## src/rtl/fmr_pkg.sv

```systemverilog
package fmr_pkg;

    localparam int SAMPLE_W = 14;
    localparam int CTRL_W   = 9;
    localparam int OPS      = 6;

    // Modulation source choice carried in the control word
    typedef enum logic [2:0] {
        SRC_NONE    = 3'd0,
        SRC_DIRECT  = 3'd1,
        SRC_SUM     = 3'd2,
        SRC_MEM     = 3'd3,
        SRC_FB_LAST = 3'd4,
        SRC_FB_AVG  = 3'd5
    } src_e;

    // Memory register action, {C, D}
    typedef enum logic [1:0] {
        MEM_CLEAR = 2'b00,
        MEM_LOAD  = 2'b01,
        MEM_HOLD  = 2'b10,
        MEM_ACCUM = 2'b11
    } mem_op_e;

    typedef struct packed {
        logic [2:0] sel;
        logic       fb_load;
        logic [1:0] mem_cd;
        logic [2:0] com;
    } ctrl_word_t;

    function automatic logic [CTRL_W-1:0] cw(input int sel, input logic [2:0] fcd, input int com);
        return {3'(sel), fcd, 3'(com)};
    endfunction

    // One row per algorithm; operator 6 in the top slice, operator 1 in the bottom
    function automatic logic [OPS*CTRL_W-1:0] alg_row(input logic [4:0] alg);
        logic [OPS*CTRL_W-1:0] r;
        unique case (alg)
            5'd0:  r = {cw(1,3'b100,0), cw(1,3'b000,0), cw(1,3'b000,1), cw(0,3'b001,0), cw(1,3'b010,1), cw(5,3'b011,0)};
            5'd1:  r = {cw(1,3'b000,0), cw(1,3'b000,0), cw(1,3'b000,1), cw(5,3'b001,0), cw(1,3'b110,1), cw(0,3'b011,0)};
            5'd2:  r = {cw(1,3'b100,0), cw(1,3'b000,1), cw(0,3'b001,0), cw(1,3'b010,0), cw(1,3'b010,1), cw(5,3'b011,0)};
            5'd3:  r = {cw(1,3'b000,0), cw(1,3'b000,1), cw(0,3'b101,0), cw(1,3'b010,0), cw(1,3'b010,1), cw(5,3'b011,0)};
            5'd4:  r = {cw(1,3'b100,2), cw(0,3'b001,0), cw(1,3'b010,2), cw(0,3'b011,0), cw(1,3'b010,2), cw(5,3'b011,0)};
            5'd5:  r = {cw(1,3'b000,2), cw(0,3'b101,0), cw(1,3'b010,2), cw(0,3'b011,0), cw(1,3'b010,2), cw(5,3'b011,0)};
            5'd6:  r = {cw(1,3'b100,0), cw(0,3'b001,0), cw(2,3'b011,1), cw(0,3'b001,0), cw(1,3'b010,1), cw(5,3'b011,0)};
            5'd7:  r = {cw(1,3'b000,0), cw(5,3'b001,0), cw(2,3'b111,1), cw(0,3'b001,0), cw(1,3'b010,1), cw(0,3'b011,0)};
            5'd8:  r = {cw(1,3'b000,0), cw(0,3'b001,0), cw(2,3'b011,1), cw(5,3'b001,0), cw(1,3'b110,1), cw(0,3'b011,0)};
            5'd9:  r = {cw(0,3'b001,0), cw(2,3'b011,1), cw(5,3'b001,0), cw(1,3'b110,0), cw(1,3'b010,1), cw(0,3'b011,0)};
            5'd10: r = {cw(0,3'b101,0), cw(2,3'b011,1), cw(0,3'b001,0), cw(1,3'b010,0), cw(1,3'b010,1), cw(5,3'b011,0)};
            5'd11: r = {cw(0,3'b001,0), cw(0,3'b011,0), cw(2,3'b011,1), cw(5,3'b001,0), cw(1,3'b110,1), cw(0,3'b011,0)};
            5'd12: r = {cw(0,3'b101,0), cw(0,3'b011,0), cw(2,3'b011,1), cw(0,3'b001,0), cw(1,3'b010,1), cw(5,3'b011,0)};
            5'd13: r = {cw(0,3'b101,0), cw(2,3'b011,0), cw(1,3'b000,1), cw(0,3'b001,0), cw(1,3'b010,1), cw(5,3'b011,0)};
            5'd14: r = {cw(0,3'b001,0), cw(2,3'b011,0), cw(1,3'b000,1), cw(5,3'b001,0), cw(1,3'b110,1), cw(0,3'b011,0)};
            5'd15: r = {cw(1,3'b100,0), cw(0,3'b001,0), cw(1,3'b010,0), cw(0,3'b011,0), cw(2,3'b011,0), cw(5,3'b001,0)};
            5'd16: r = {cw(1,3'b000,0), cw(0,3'b001,0), cw(1,3'b010,0), cw(5,3'b011,0), cw(2,3'b111,0), cw(0,3'b001,0)};
            5'd17: r = {cw(1,3'b000,0), cw(1,3'b000,0), cw(5,3'b001,0), cw(0,3'b111,0), cw(2,3'b011,0), cw(0,3'b001,0)};
            5'd18: r = {cw(1,3'b100,2), cw(4,3'b001,2), cw(0,3'b011,0), cw(1,3'b010,0), cw(1,3'b010,2), cw(5,3'b011,0)};
            5'd19: r = {cw(0,3'b001,0), cw(2,3'b011,2), cw(5,3'b001,0), cw(1,3'b110,2), cw(4,3'b011,2), cw(0,3'b011,0)};
            5'd20: r = {cw(1,3'b001,3), cw(3,3'b001,3), cw(5,3'b011,0), cw(1,3'b110,3), cw(4,3'b011,3), cw(0,3'b011,0)};
            5'd21: r = {cw(1,3'b100,3), cw(4,3'b001,3), cw(4,3'b011,3), cw(0,3'b011,0), cw(1,3'b010,3), cw(5,3'b011,0)};
            5'd22: r = {cw(1,3'b100,3), cw(4,3'b001,3), cw(0,3'b011,0), cw(1,3'b010,3), cw(0,3'b011,3), cw(5,3'b011,0)};
            5'd23: r = {cw(1,3'b100,4), cw(4,3'b001,4), cw(4,3'b011,4), cw(0,3'b011,4), cw(0,3'b011,4), cw(5,3'b011,0)};
            5'd24: r = {cw(1,3'b100,4), cw(4,3'b001,4), cw(0,3'b011,4), cw(0,3'b011,4), cw(0,3'b011,4), cw(5,3'b011,0)};
            5'd25: r = {cw(0,3'b101,0), cw(2,3'b011,2), cw(0,3'b001,0), cw(1,3'b010,2), cw(0,3'b011,2), cw(5,3'b011,0)};
            5'd26: r = {cw(0,3'b001,0), cw(2,3'b011,2), cw(5,3'b001,0), cw(1,3'b110,2), cw(0,3'b011,2), cw(0,3'b011,0)};
            5'd27: r = {cw(5,3'b001,0), cw(1,3'b110,0), cw(1,3'b010,2), cw(0,3'b011,0), cw(1,3'b010,2), cw(0,3'b011,2)};
            5'd28: r = {cw(1,3'b100,3), cw(0,3'b001,0), cw(1,3'b010,3), cw(0,3'b011,3), cw(0,3'b011,3), cw(5,3'b011,0)};
            5'd29: r = {cw(5,3'b001,0), cw(1,3'b110,0), cw(1,3'b010,3), cw(0,3'b011,3), cw(0,3'b011,3), cw(0,3'b011,3)};
            5'd30: r = {cw(1,3'b100,4), cw(0,3'b001,4), cw(0,3'b011,4), cw(0,3'b011,4), cw(0,3'b011,4), cw(5,3'b011,0)};
            5'd31: r = {cw(0,3'b101,5), cw(0,3'b011,5), cw(0,3'b011,5), cw(0,3'b011,5), cw(0,3'b011,5), cw(5,3'b011,5)};
        endcase
        return r;
    endfunction

endpackage

```

## src/rtl/fmr_ctrl_rom.sv

```systemverilog
module fmr_ctrl_rom
    import fmr_pkg::*;
#(
    parameter int ALG_W = 5,
    parameter int OP_W  = 3
) (
    input  logic [ALG_W-1:0] alg_sel,
    input  logic [OP_W-1:0]  src_op,
    output ctrl_word_t       ctrl
);

    logic [OPS*CTRL_W-1:0] row;

    always_comb begin
        row  = alg_row(5'(alg_sel));
        ctrl = '0;
        // operator numbers outside 1..OPS leave an all-zero word
        for (int k = 1; k <= OPS; k++) begin
            if (int'(src_op) == k) begin
                ctrl = ctrl_word_t'(row[(k-1)*CTRL_W +: CTRL_W]);
            end
        end
    end

endmodule

```

## src/rtl/fmr_voice_line.sv

```systemverilog
module fmr_voice_line #(
    parameter int W     = 14,
    parameter int DEPTH = 16
) (
    input  logic         clk,
    input  logic         rst_n,
    input  logic         adv,
    input  logic [W-1:0] din,
    output logic [W-1:0] dout
);

    logic [DEPTH-1:0][W-1:0] stage;

    // one stage per voice; the tail is the value the same voice wrote last time
    always_ff @(posedge clk or negedge rst_n) begin
        if (!rst_n) begin
            stage <= '0;
        end else if (adv) begin
            stage <= {stage[DEPTH-2:0], din};
        end
    end

    assign dout = stage[DEPTH-1];

endmodule

```

## src/rtl/fmr_fb_path.sv

```systemverilog
module fmr_fb_path #(
    parameter int W     = 14,
    parameter int DEPTH = 16,
    parameter int LVL_W = 3,
    parameter int HIST  = 2
) (
    input  logic             clk,
    input  logic             rst_n,
    input  logic             adv,
    input  logic             load,
    input  logic [W-1:0]     din,
    input  logic [LVL_W-1:0] level,
    output logic [W-1:0]     fb_last,
    output logic [W-1:0]     fb_avg
);

    localparam int LVL_MAX = (1 << LVL_W) - 1;

    logic [HIST-1:0][W-1:0] tap_q;
    logic [HIST-1:0][W-1:0] tap_d;
    logic [W:0]             pair;
    logic [W-1:0]           mean;

    // history taps: index 0 newest; a capture pushes every tap one place down
    for (genvar i = 0; i < HIST; i++) begin : g_hist
        if (i == 0) begin : g_head
            assign tap_d[i] = load ? din : tap_q[i];
        end else begin : g_tail
            assign tap_d[i] = load ? tap_q[i-1] : tap_q[i];
        end
        fmr_voice_line #(.W(W), .DEPTH(DEPTH)) u_line (
            .clk  (clk),
            .rst_n(rst_n),
            .adv  (adv),
            .din  (tap_d[i]),
            .dout (tap_q[i])
        );
    end

    function automatic logic [W-1:0] attenuate(input logic [W-1:0] v, input logic [LVL_W-1:0] lvl);
        logic signed [W-1:0] sv;
        if (lvl == '0) begin
            return '0;
        end
        sv = $signed(v) >>> (LVL_MAX - int'(lvl));
        return sv;
    endfunction

    assign pair    = {tap_q[0][W-1], tap_q[0]} + {tap_q[1][W-1], tap_q[1]};
    assign mean    = pair[W:1];
    assign fb_last = attenuate(tap_q[0], level);
    assign fb_avg  = attenuate(mean, level);

endmodule

```

## src/rtl/fmr_mod_router.sv

```systemverilog
module fmr_mod_router
    import fmr_pkg::*;
#(
    parameter int DATA_W  = SAMPLE_W,
    parameter int VOICES  = 16,
    parameter int LVL_W   = 3,
    parameter int ALG_W   = 5,
    parameter int OP_W    = 3,
    parameter int VOICE_W = $clog2(VOICES)
) (
    input  logic               clk,
    input  logic               rst_n,
    input  logic               slot_valid,
    input  logic [ALG_W-1:0]   alg_sel,
    input  logic [OP_W-1:0]    src_op,
    input  logic [VOICE_W-1:0] voice_id,
    input  logic [LVL_W-1:0]   fb_level,
    input  logic [DATA_W-1:0]  op_value,
    output logic [DATA_W-1:0]  mod_out,
    output logic               mod_valid,
    output logic [2:0]         com_out,
    output logic [DATA_W-1:0]  mix_out,
    output logic               mix_valid,
    output logic [VOICE_W-1:0] mix_voice
);

    localparam logic [DATA_W-1:0] MAX_V    = {1'b0, {(DATA_W-1){1'b1}}};
    localparam logic [DATA_W-1:0] MIN_V    = {1'b1, {(DATA_W-1){1'b0}}};
    localparam logic [OP_W-1:0]   FINAL_OP = OP_W'(1);

    function automatic logic [DATA_W-1:0] sat_add(input logic [DATA_W-1:0] a, input logic [DATA_W-1:0] b);
        logic [DATA_W:0] s;
        s = {a[DATA_W-1], a} + {b[DATA_W-1], b};
        if (s[DATA_W] != s[DATA_W-1]) begin
            return s[DATA_W] ? MIN_V : MAX_V;
        end
        return s[DATA_W-1:0];
    endfunction

    ctrl_word_t        ctrl;
    logic [2:0]        cur_sel;
    logic [DATA_W-1:0] mem_q;
    logic [DATA_W-1:0] mem_d;
    logic [DATA_W-1:0] mem_sum;
    logic [DATA_W-1:0] fb_last;
    logic [DATA_W-1:0] fb_avg;
    logic [DATA_W-1:0] mod_d;
    logic              last_op;

    fmr_ctrl_rom #(.ALG_W(ALG_W), .OP_W(OP_W)) u_rom (
        .alg_sel(alg_sel),
        .src_op (src_op),
        .ctrl   (ctrl)
    );

    fmr_voice_line #(.W(DATA_W), .DEPTH(VOICES)) u_mem (
        .clk  (clk),
        .rst_n(rst_n),
        .adv  (slot_valid),
        .din  (mem_d),
        .dout (mem_q)
    );

    fmr_fb_path #(.W(DATA_W), .DEPTH(VOICES), .LVL_W(LVL_W), .HIST(2)) u_fb (
        .clk    (clk),
        .rst_n  (rst_n),
        .adv    (slot_valid),
        .load   (ctrl.fb_load),
        .din    (op_value),
        .level  (fb_level),
        .fb_last(fb_last),
        .fb_avg (fb_avg)
    );

    assign cur_sel = ctrl.sel;
    assign mem_sum = sat_add(mem_q, op_value);
    assign last_op = (src_op == FINAL_OP);

    // memory register next value
    always_comb begin
        unique case (mem_op_e'(ctrl.mem_cd))
            MEM_CLEAR: mem_d = '0;
            MEM_LOAD:  mem_d = op_value;
            MEM_HOLD:  mem_d = mem_q;
            MEM_ACCUM: mem_d = mem_sum;
        endcase
    end

    // modulation source selector
    always_comb begin
        unique case (src_e'(cur_sel))
            SRC_NONE:    mod_d = '0;
            SRC_DIRECT:  mod_d = op_value;
            SRC_SUM:     mod_d = mem_sum;
            SRC_MEM:     mod_d = mem_q;
            SRC_FB_LAST: mod_d = fb_last;
            SRC_FB_AVG:  mod_d = fb_avg;
            default:     mod_d = '0;
        endcase
    end

    // output registers
    always_ff @(posedge clk or negedge rst_n) begin
        if (!rst_n) begin
            mod_out   <= '0;
            mod_valid <= 1'b0;
            com_out   <= '0;
            mix_out   <= '0;
            mix_valid <= 1'b0;
            mix_voice <= '0;
        end else begin
            mod_valid <= slot_valid;
            mix_valid <= slot_valid && last_op;
            if (slot_valid) begin
                mod_out <= mod_d;
                com_out <= ctrl.com;
                if (last_op) begin
                    mix_out   <= mem_d;
                    mix_voice <= voice_id;
                end
            end
        end
    end

endmodule

```

## config.mk

```make
export PLATFORM = sky130hd
export DESIGN_NAME = fmr_mod_router
export DESIGN_NICKNAME = d
export VERILOG_FILES = /design/src/rtl/fmr_pkg.sv /design/src/rtl/fmr_ctrl_rom.sv /design/src/rtl/fmr_voice_line.sv /design/src/rtl/fmr_fb_path.sv /design/src/rtl/fmr_mod_router.sv
export SDC_FILE = /design/constraint.sdc
export NUM_CORES = 1
export LEC_CHECK = 0
export BUFFER_PORTS_ARGS = -buffer_cell sky130_fd_sc_hd__clkbuf_2
export CAP_MARGIN = 20
export CORE_MARGIN = 1
export CORE_UTILIZATION = 55
export DETAILED_ROUTE_END_ITERATION = 8
export PLACE_DENSITY_LB_ADDON = 0.05
export SLEW_MARGIN = 0
export SYNTH_ARGS = -nofsm -noshare
export SYNTH_HDL_FRONTEND = slang
export SYNTH_SLANG_ARGS = --single-unit
```

## constraint.sdc

```tcl
create_clock -name clk -period 4 [get_ports clk]
set_clock_uncertainty 0.05 [all_clocks]
set_input_delay 0.2 -clock clk [delete_from_list [all_inputs] [get_ports clk]]
set_output_delay 0.2 -clock clk [all_outputs]
set_load 0.01 [all_outputs]
```

# ---- Yosys cells after proc, flatten, opt, wreduce, memory -nomap -nowiden
# Memories as Yosys holds them, arrays and structs flattened.
# Cells that the tools add are included.
dict set report totals {
  reg_bits 709
  latchBits 0
  mem_bits_rw 0
  rom_bits 1504
  inputBits 32
  out_inout_bits 37
  word_cells 98
  memories 1
}
dict set report classes {
  add_sub_neg 3
  n_mul 0
  div_mod_pow 0
  n_lt_le_gt_ge 0
  eq_ne 16
  n_shift 2
  muxes 18
  bitwise_logic 0
  n_reduce_logical 4
}
# memory words word_bits rd rd_clocked_by_memory_dff wr line
set mem_list {}
lappend mem_list {{(name not given)} 32 47 1 0 0 fmr_pkg.sv:39} ;# unique case (alg)
# cell n
set op_table {}
lappend op_table {{two-way mux 14 bit} 8}
lappend op_table {{one-hot mux 14 bit (5 select lines)} 1}
lappend op_table {{>>> shifter 14 x 32 -> 14 bit} 2}
lappend op_table {{one-hot mux 14 bit (4 select lines)} 1}
lappend op_table {{two-way mux 9 bit} 6}
lappend op_table {{adder 14 x 14 -> 15 bit} 2}
lappend op_table {{== test 3 bit, second input constant} 6}
lappend op_table {{== test 3 x 2 -> 1 bit, second input constant} 4}
lappend op_table {{== test 3 x 1 -> 1 bit, second input constant} 2}
lappend op_table {{== test 2 bit, second input constant} 2}
lappend op_table {{subtractor 3 x 3 -> 4 bit, first input constant} 1}
lappend op_table {{zero test 3 bit} 1}
lappend op_table {{== test 2 x 1 -> 1 bit, second input constant} 1}
lappend op_table {{zero test 2 bit} 1}
lappend op_table {{two-way mux 1 bit} 2}
lappend op_table {{AND reduction 2 bit} 1}
lappend op_table {{logical AND 1 bit} 1}
lappend op_table {{!= test 1 bit} 1}

# ---- Longest topological paths before layout
# Gate-level depths: netlist (run 1).
dict set report logic_depth {
  ltp_word 9
  mapped_depth 15
  mapped_depth_nobuf 12
}

# ---- By module
# A second synthesis (run 1) with hierarchy kept.
dict set report unflattened {
  cells_unflattened 2420
  area_unflattened_um2 34264.1
}
# module instances cells_each area_each_um2 seq_area_each_um2
set modules_own_cells {}
lappend modules_own_cells {fmr_voice_line 3 487 9077.5 5605.4}
lappend modules_own_cells {fmr_mod_router 1 408 3259.4 925.9}
lappend modules_own_cells {fmr_fb_path 1 325 2260.9 0.0}
lappend modules_own_cells {fmr_ctrl_rom 1 226 1511.4 0.0}

# ---- Worst setup path after synthesis (run 1)
# No wires, ideal clock.
dict set report synth_path {
  path_type {input to register}
  startpoint {input port alg_sel[1]}
  endpoint {register mod_out[12]}
  setup_ns 0.126
  arrival_time_ns 2.861
  required_ns 3.824
  path_slack_ns 0.963
  cell_stages 14
  n_path_buf 3
  cell_sequence {buf_2 > inv_1 > ha_1 > and2_4 > o311a_1 > o21ai_1 > a31oi_1 > or2_0 > buf_6 > and2_4 > buf_6 > a22o_1 > a211o_1 > a221o_1}
}
dict set report synth_via {
  elab_chain_cells 9
  word_cells_on_any_way 13
  cone_classes {eq/ne (5); mux (7); memory (1)}
}
# element line
set synth_rtl {}
lappend synth_rtl {{from (decl)} fmr_mod_router.sv:14} ;# input logic [ALG_W-1:0] alg_sel,
lappend synth_rtl {{memory read (32 x 47 bit) (*)} n/a}
lappend synth_rtl {{two-way mux 9 bit (5 in series)} fmr_ctrl_rom.sv:19} ;# if (int'(src_op) == k) begin
lappend synth_rtl {{two-way mux 9 bit (*)} fmr_ctrl_rom.sv:19}
lappend synth_rtl {{== test 3 bit, or another cell as far along} fmr_mod_router.sv:91} ;# unique case (src_e'(cur_sel))
lappend synth_rtl {{one-hot mux 14 bit (5 select lines) (*)} fmr_mod_router.sv:91}
lappend synth_rtl {{to (signal assigned)} fmr_mod_router.sv:115} ;# mod_out <= mod_d;
lappend synth_rtl {{to (decl)} fmr_mod_router.sv:19} ;# output logic [DATA_W-1:0] mod_out,
# Every way passes the cells marked *; elsewhere a longest branch is shown, timed or not.
# A chain may end at the register's enable or synchronous reset.

# ---- Worst setup path after layout (run 1)
dict set report layout_path {
  startpoint {register u_mem.stage, in the netlist u_mem.dout[0]}
  endpoint {register mix_out[5]}
}
dict set report layout_via {
  elab_chain_cells 5
  word_cells_on_any_way 7
  cone_classes {add/sub (1); eq/ne (1); mux (5)}
}
# element line
set layout_rtl {}
lappend layout_rtl {{from (decl)} fmr_voice_line.sv:12} ;# logic [DEPTH-1:0][W-1:0] stage;
lappend layout_rtl {{from (signal assigned)} fmr_voice_line.sv:19} ;# stage <= {stage[DEPTH-2:0], din};
lappend layout_rtl {{adder 14 x 14 -> 15 bit (*)} fmr_mod_router.sv:33} ;# s = {a[DATA_W-1], a} + {b[DATA_W-1], b};
lappend layout_rtl {{two-way mux 14 bit / != test 1 bit (equally long branches)} {fmr_mod_router.sv:35, fmr_mod_router.sv:34}}
lappend layout_rtl {{two-way mux 14 bit / two-way mux 1 bit (equally long branches)} fmr_mod_router.sv:34} ;# if (s[DATA_W] != s[DATA_W-1]) begin
lappend layout_rtl {{two-way mux 14 bit (*)} fmr_mod_router.sv:37} ;# return s[DATA_W-1:0];
lappend layout_rtl {{one-hot mux 14 bit (4 select lines) (*)} fmr_mod_router.sv:81} ;# unique case (mem_op_e'(ctrl.mem_cd))
lappend layout_rtl {{to (signal assigned)} fmr_mod_router.sv:118} ;# mix_out <= mem_d;
lappend layout_rtl {{to (decl)} fmr_mod_router.sv:22} ;# output logic [DATA_W-1:0] mix_out,
# Every way passes the cells marked *; elsewhere a longest branch is shown, timed or not. The select of a mux whose other input is x is not followed.

==> results of run 1 <==
-- cells in the mapped netlist (4+ instances only) --
master / instances / area [sq um]
sky130_fd_sc_hd__ha_1: 41 / 513
sky130_fd_sc_hd__a211o_1: 7 / 61.3
sky130_fd_sc_hd__a31oi_1: 15 / 93.8
sky130_fd_sc_hd__nor3_1: 18 / 90.1
sky130_fd_sc_hd__o21a_1: 10 / 75.1
sky130_fd_sc_hd__o2bb2ai_1: 7 / 61.3
sky130_fd_sc_hd__inv_1: 18 / 67.6
sky130_fd_sc_hd__o221ai_1: 4 / 35.0
sky130_fd_sc_hd__buf_6: 10 / 113
sky130_fd_sc_hd__a21oi_1: 130 / 651
sky130_fd_sc_hd__o22ai_1: 4 / 25.0
sky130_fd_sc_hd__a211oi_1: 12 / 90.1
sky130_fd_sc_hd__o211ai_1: 5 / 37.5
sky130_fd_sc_hd__mux4_2: 5 / 113
sky130_fd_sc_hd__a22o_1: 7 / 61.3
sky130_fd_sc_hd__mux2i_1: 50 / 500
sky130_fd_sc_hd__nor2_1: 129 / 484
sky130_fd_sc_hd__nor2b_1: 21 / 131
sky130_fd_sc_hd__and3_1: 12 / 75.1
sky130_fd_sc_hd__nor3b_1: 5 / 37.5
sky130_fd_sc_hd__dfrtp_1: 709 / 17700
sky130_fd_sc_hd__clkbuf_1: 112 / 420
sky130_fd_sc_hd__o21ai_1: 6 / 30.0
sky130_fd_sc_hd__buf_2: 17 / 85.1
sky130_fd_sc_hd__nand3_1: 19 / 95.1
sky130_fd_sc_hd__a22oi_1: 9 / 67.6
sky130_fd_sc_hd__nor4_1: 4 / 25.0
sky130_fd_sc_hd__and2_1: 4 / 25.0
sky130_fd_sc_hd__o31ai_1: 6 / 45.0
sky130_fd_sc_hd__o31a_1: 4 / 35.0
sky130_fd_sc_hd__xnor2_1: 14 / 123
sky130_fd_sc_hd__a311oi_1: 5 / 43.8
sky130_fd_sc_hd__xor2_1: 6 / 52.6
sky130_fd_sc_hd__nand2b_1: 29 / 181
sky130_fd_sc_hd__mux2_2: 645 / 7260
sky130_fd_sc_hd__a21o_1: 7 / 52.6
sky130_fd_sc_hd__a221oi_1: 10 / 87.6
sky130_fd_sc_hd__a221o_1: 6 / 60.1
sky130_fd_sc_hd__o21ai_0: 53 / 265
sky130_fd_sc_hd__or2_2: 6 / 37.5
sky130_fd_sc_hd__a222oi_1: 5 / 50.1
sky130_fd_sc_hd__nand2_1: 73 / 274
-- area by class of cell --
class / instances / area [sq um]
clock buffer: 106 / 2100
clock inverter: 21 / 289
tap: 748 / 936
inverter: 20 / 75.1
sequential: 709 / 17700
fill: 4141 / 20600
multi-input combinational: 1460 / 12600
timing repair buffer: 146 / 1130
-- through the flow --
stage,hold WS [ps],power (mW),instance area [sq um],utilization,instances
after CTS,7.69,26.7,34900,0.629,3210
after detailed placement,290,19.8,32300,0.583,3069
after global routing,33.6,28.0,34900,0.629,3210
final,39.1,26.5,34900,0.629,3210
after global placement,272,19.4,32300,0.583,3069
after floorplan,-146,17.2,31000,-,2333
-- sequential cells by signal, summed over array words and instances, names as in the netlist --
name                      cells
u_fb.g_hist.u_line.stage    420
u_mem.stage                 210
u_fb.g_hist.u_line.dout      28
mix_out                      14
mod_out                      14
u_mem.dout                   14
mix_voice                     4
com_out                       3
mix_valid                     1
mod_valid                     1
-- layer usage --
| metal | up-vias | track usage | share of wire |
|---|---|---|---|
| met5 | - | 0 | 0 |
| met4 | 0 | 0.0958 | 0.036 |
| met3 | 126 | 0.0430 | 0.047 |
| met2 | 402 | 0.379 | 0.46 |
| met1 | 9469 | 0.339 | 0.45 |
| li1 | 8573 | - | - |
-- cells by family after synthesis --
group                      after synthesis  synth area share
AOI/OAI and AO/OA                      351            0.0737
xor gates and xnor gates                20           0.00565
adders and majority gates               43            0.0178
buffers and inverters                  164            0.0233
DFF                                    709             0.572
muxes                                  701             0.254
and+or+nand+nor                        345            0.0533
-- final timing paths --
path                                                                endpoint                       from  cells after the start  slack [ps]
worst max-delay path                                  mix_out[5]$_DFFE_PN0P_  u_mem.dout[0]$_DFFE_PN0P_                     11         330
worst min-delay path              u_fb.g_hist[0].u_line.stage[5]$_DFFE_PN0P_                op_value[5]                      3          40
worst max register to register                        mix_out[5]$_DFFE_PN0P_  u_mem.dout[0]$_DFFE_PN0P_                     11         330
worst min register to register                        com_out[1]$_DFFE_PN0P_     com_out[1]$_DFFE_PN0P_                      1         430
max in group asynchronous        u_fb.g_hist[1].u_line.stage[13]$_DFFE_PN0P_                      rst_n                      3        2470
min in group asynchronous       u_fb.g_hist[0].u_line.stage[137]$_DFFE_PN0P_                      rst_n                      2         170
-- power groups by stage --
stage / combinational, mW / sequential [mW] / clock (mW)
after floorplan: 5.53 / 11.7 / 0
after global placement: 7.14 / 12.3 / 0
after detailed placement: 7.34 / 12.5 / 0
after CTS: 7.43 / 12.4 / 6.89
after global routing: 8.09 / 12.8 / 7.17
final: 7.40 / 12.3 / 6.70
-- critical path, delay by kind of cell (launching register included) --
kind,cells,cell delay (ps)
multiplexers,1,700
flip-flops,1,470
AO/OA/AOI/OAI,5,1340
adder cells (fa/ha/maj),2,640
AND/OR/NAND/NOR,2,310
buffers and inverters,1,70
==> results.md, run 1 <==
* Sink count of the clock tree at 709
* Number of core rows at 86
* Number of flops mapped to enable cells by yosys at 0
* Via count of the first global-routing pass at between 15,000 and 20,000
* Clk buf depth at 3
* Slowest cell on the critical path: sky130_fd_sc_hd__mux2i_1
* Final worst-path setup slack at ~330 ps
* Wire length per cell at 21.0 um
* Share of layout cells above drive strength 1 at 0.369
* Data required time of the critical path at about 4500 ps
* Most frequent standard cell in the layout excluding fill and tap cells: sky130_fd_sc_hd__dfrtp_1
* Worst path arrival time at roughly 4100 ps
* Clock Root Buffer: sky130_fd_sc_hd__clkbuf_16
* Count of vias placed by the detailed router at 18,600
* Clock transition at the registers of the reported paths at 70 ps
* Detailed Routing Iterations Pass 1 at 5
* Part of the total power dissipated in sequential elements at 0.467
* Maximum clock rate at 273 MHz
* Part of the cycle the worst path needs at 0.917
* Worst min-delay path category: in2reg
* Warnings, synthesis at 0
* Power density over the cells at about 760 nW/um^2
* Slew of the pin with the lowest slew margin at 1100 ps
* Net switching component of the power at 8.13 mW
* Final Wtd Congestion at about 0.94
* Leakage power figure at around 15 nW
* Sum of net half-perimeters after detailed placement at 45.4 mm
* CTS hold repair buffers at 14
* Synth Instances at 2,333
* Number of routed nets with antenna violations at 0
* Die Footprint at 57,400 sq um
* Area added between synthesis and finish at 12.4%
* Number of antenna cells inserted at 0
* Number of remaining DRC errors at 0
* Global-route total usage across every layer at 0.243
* Number of antenna violations at the first check in global routing at 0
* Pin count of the biggest net entering global routing at 216
* Worst slack at placement at between 300 and 400 ps
* Number of gates resized after cts at 0
* Detailed Route WL at 67.4 mm
* Unrepaired setup endpoints after global routing: no
* IO Port Bufs at 68
* Number of nets in the synthesized netlist at between 2,000 and 2,500
* Clock network latency to the later pin of the worst-skew pair at 610 ps
* Final-stage net count at around 2,500
* Final period demand of the worst path at roughly 3700 ps
* Part of the power in combinational logic at 0.280
* Register area share after synthesis at 0.572
* Starting density of the core at 0.560
* Cell Chain, Critical Path: ha_1 -> inv_1 -> fa_1 -> nor2b_1 -> o31a_1 -> o211a_1 -> nor4_1 -> mux2i_1 -> o21ai_0 -> o21a_1 -> a21oi_1
* Clock group share of total power at 0.253
* Final Hold Violating Endpoints at 0
* Asr flop ratio synth at 1.00
* TritonCTS clock tree: done
* Worst setup EP type: flip-flop
* Core region area at 55,400 sq um
* Horizontal die dimension at 239 um
* I/O pin count at 69
* Commonest non-fill, non-tap cells in the layout: sky130_fd_sc_hd__dfrtp_1, sky130_fd_sc_hd__mux2_2, sky130_fd_sc_hd__a21oi_1, sky130_fd_sc_hd__nor2_1, sky130_fd_sc_hd__clkbuf_16
* Number of vias per cell at 5.79
* Max-cap check violation count at 0
* Result of the run: finished clean
* Post-synthesis instance area at slightly above 30,000 sq um
* Setup TNS at 0 ps
* Worst setup SP type: flip-flop
* H-tree levels at 3
* Type of the worst setup path: reg2reg
* Post-CTS Setup Inserts at 0
* Dominant synthesized flop cell: sky130_fd_sc_hd__dfrtp_1
* Worst ir drop on vdd at 0.477 mV
* Int Power at 18.3 mW
* Slowest cell delay on critical path at 700 ps
* Final setup violation count at 0
* Final Max Slew Viols at 0
* Height of the die at 239 um
* Total congestion overflow after global routing at 0
* Slew headroom at 0.267
* Number of buffers created by CTS at 73
* Starting DRT DRC Count at roughly 1,200
* Number of register bits inferred by synthesis at roughly 710
* Sw Share at 0.307
* Avg Inst Size Synth at roughly 13 sq um
* Critical path fanouts, max at 9
* Global-route wire length before repair at 108 mm
* Unique masters post-synth at 85
Note: power is estimated with default switching activity, not from simulation.
==> run 2: changes to the inputs <==
--- a/config.mk
+++ b/config.mk
@@ -10,6 +10,7 @@
 export CORE_MARGIN = 1
 export CORE_UTILIZATION = 55
 export DETAILED_ROUTE_END_ITERATION = 8
+export GPL_TIMING_DRIVEN = 0
 export PLACE_DENSITY_LB_ADDON = 0.05
 export SLEW_MARGIN = 0
 export SYNTH_ARGS = -nofsm -noshare
==> results.md, run 2 (synthesis results as in run 1) <==
* Post-layout power at 26.9 mW (+1.6%)
* Number of vias per cell at 5.85 (+1.2%)
* Height of the die at 239 um (unchanged)
* Worst setup SP type: flip-flop
* Detailed Route WL at 74.8 mm (+11%)
* Result of the run: finished clean
* Worst path arrival time at 4280 ps (+140 ps)
* Reg2reg end: mod_out[1]$_DFFE_PN0P_
* Worst slack at placement at -266 ps (-619 ps)
* IO Port Bufs at 64 (-5.9%)
* Die Footprint at 57,400 sq um (unchanged)
* I/O pin count at 69 (unchanged)
* Post-CTS Setup Inserts at 0 (unchanged)
* Leakage power figure at 15.4 nW (+0.43%)
* Number of antenna violations at the first check in global routing at 3 (+3)
* Worst min-delay path category: in2async
* Most frequent standard cell in the layout excluding fill and tap cells: sky130_fd_sc_hd__dfrtp_1
* Sink count of the clock tree at 709 (unchanged)
* Final worst-path setup slack at 203 ps (-128 ps)
* Startpoint of the worst-slack reg-to-reg timing path: u_fb.g_hist[0].u_line.dout[0]$_DFFE_PN0P_
* Worst ir drop on vdd at 0.517 mV (+8.5%)
* Clock network latency to the later pin of the worst-skew pair at 630 ps (+20 ps)
* Final Wtd Congestion at 0.968 (+3.2%)
* Detailed Routing Iterations Pass 1 at 5 (unchanged)
* Critical path fanouts, max at 6 (-3)
* Clock Root Buffer: sky130_fd_sc_hd__clkbuf_16
* Count of vias placed by the detailed router at 19,300 (+4.2%)
* Number of gates resized after cts at 0 (unchanged)
* Commonest non-fill, non-tap cells in the layout: sky130_fd_sc_hd__dfrtp_1, sky130_fd_sc_hd__mux2_2, sky130_fd_sc_hd__a21oi_1, sky130_fd_sc_hd__nor2_1, sky130_fd_sc_hd__clkbuf_1
* Worst setup EP type: flip-flop
* Slew of the pin with the lowest slew margin at 1160 ps (+59.2 ps)
* Final Max Slew Viols at 0 (unchanged)
* Unrepaired setup endpoints after global routing: no
* Global-route total usage across every layer at 0.271 (+0.0279)
* CP Launch Point: u_fb.g_hist[0].u_line.dout[0]$_DFFE_PN0P_
* Final Hold Violating Endpoints at 0 (unchanged)
* Final non-filler cell area at 35,200 sq um (+0.90%)
* Sum of net half-perimeters after detailed placement at 54.1 mm (+19%)
* H-tree levels at 3 (unchanged)
* CTS hold repair buffers at 20 (+6)
* Number of remaining DRC errors at 0 (unchanged)
* Part of the cycle the worst path needs at 0.949 (+0.0321)
* Wire length per cell at 22.6 um (+7.7%)
* Data required time of the critical path at 4480 ps (about the same)
* Clock transition at the registers of the reported paths at 60 ps (about the same)
* Max-cap check violation count at 0 (unchanged)
* Number of buffers created by CTS at 73 (unchanged)
* TritonCTS clock tree: done
* Register bank with the most flops: u_fb.g_hist.u_line.stage
* Power density over the cells at 764 nW/um^2 (+0.74%)
* Final setup violation count at 0 (unchanged)
* Global-route wire length before repair at 119 mm (+10%)
* Worst Setup EP: mod_out[1]$_DFFE_PN0P_
* Post-Place Cell Area at 32,500 sq um (+0.40%)
* Via count of the first global-routing pass at 20,100 (+5.0%)
* Horizontal die dimension at 239 um (unchanged)
* Core region area at 55,400 sq um (unchanged)
* Pin count of the biggest net entering global routing at 119 (-45%)
* Share of layout cells above drive strength 1 at 0.348 (-0.0209)
* Starting density of the core at 0.560 (unchanged)
* Final period demand of the worst path at 3800 ps (+128 ps)
* Slew headroom at 0.227 (-0.0395)
* Flip-flop count of the largest register after layout at 420 (unchanged)
* Maximum clock rate at 263 MHz (-3.4%)
* Starting DRT DRC Count at 1,218 (+0.33%)
* Final-stage net count at 2,573 (+3.5%)
* Setup TNS at 0 ps (unchanged)
* Number of routed nets with antenna violations at 0 (unchanged)
* Type of the worst setup path: reg2reg
* Register-to-register path setup slack at 200 ps (-130 ps)
* Clk buf depth at 3 (unchanged)
* Worst reg2reg path depth at 10 (-1)
* Total congestion overflow after global routing at 0 (unchanged)
* Number of core rows at 86 (unchanged)
* Area added between synthesis and finish at 13.4%
[run 2: cell count changes in the layout (fill, tap and decap cells not counted), sizes merged]
cell,before,now
clkbuf,172,276
buf,66,38
clkinv,12,21
dlygate4sd3,14,20
diode,0,2
inv,21,23
bufinv,5,6
clkinvlp,3,2
[run 2: worst min path at each step]
| stage | end | cells past startpoint | startpoint |
|---|---|---|---|
| global placement | mod_valid$_DFF_PN0_ | 1 | slot_valid |
| floorplan | com_out[0]$_DFFE_PN0P_ | 0 | rst_n |
| detailed placement | u_fb.g_hist[1].u_line.stage[120]$_DFFE_PN0P_ | 1 | rst_n |
| finish | u_fb.g_hist[1].u_line.stage[120]$_DFFE_PN0P_ | 2 | rst_n |
| CTS | u_fb.g_hist[1].u_line.stage[120]$_DFFE_PN0P_ | 2 | rst_n |
| global route | u_fb.g_hist[1].u_line.stage[121]$_DFFE_PN0P_ | 2 | rst_n |
[run 2: area by class of cell]
class / count / area (sq um)
fillers: 4179 / 20200
flip-flops and latches: 709 / 17700
multi-input cells: 1460 / 12600
clock buffers: 100 / 2100
well taps: 748 / 936
repair buffers: 90 / 694
plain buffers: 144 / 648
clock inverters: 32 / 414
inverters: 20 / 75.1
diodes: 2 / 5.00
[run 2: metrics by stage]
stage	hold slack, ps	cells	util
floorplan	-146	2333	-
global placement	273	3145	0.582
detailed placement	264	3151	0.586
CTS	171	3303	0.635
global route	213	3305	0.635
finish	147	3305	0.635
[run 2: per-layer routing]
metal  wire, um  up-vias  track usage
met5         10        -            0
met4       2180        2       0.0859
met3       2850      137       0.0394
met2      35700      429        0.436
met1      34100    10000        0.380
li1           -     8762            -
[run 2: power breakdown]
part           switching [mW]  internal (mW)
combinational            3.41           3.84
sequential               2.26           10.4
clock                    2.84           4.11
total                    8.52           18.4
[run 2: worst max-delay path: stages (launching register included)]
cell and delay [ps]:
sky130_fd_sc_hd__dfrtp_1 520, sky130_fd_sc_hd__and2_1 220, sky130_fd_sc_hd__fa_1 400, sky130_fd_sc_hd__a211oi_1 380, sky130_fd_sc_hd__o21a_1 300, sky130_fd_sc_hd__nor4b_1 80, sky130_fd_sc_hd__nor4_1 600, sky130_fd_sc_hd__a221oi_1 250
sky130_fd_sc_hd__a2111oi_0 610, sky130_fd_sc_hd__nor3_1 130, sky130_fd_sc_hd__o2bb2ai_1 150
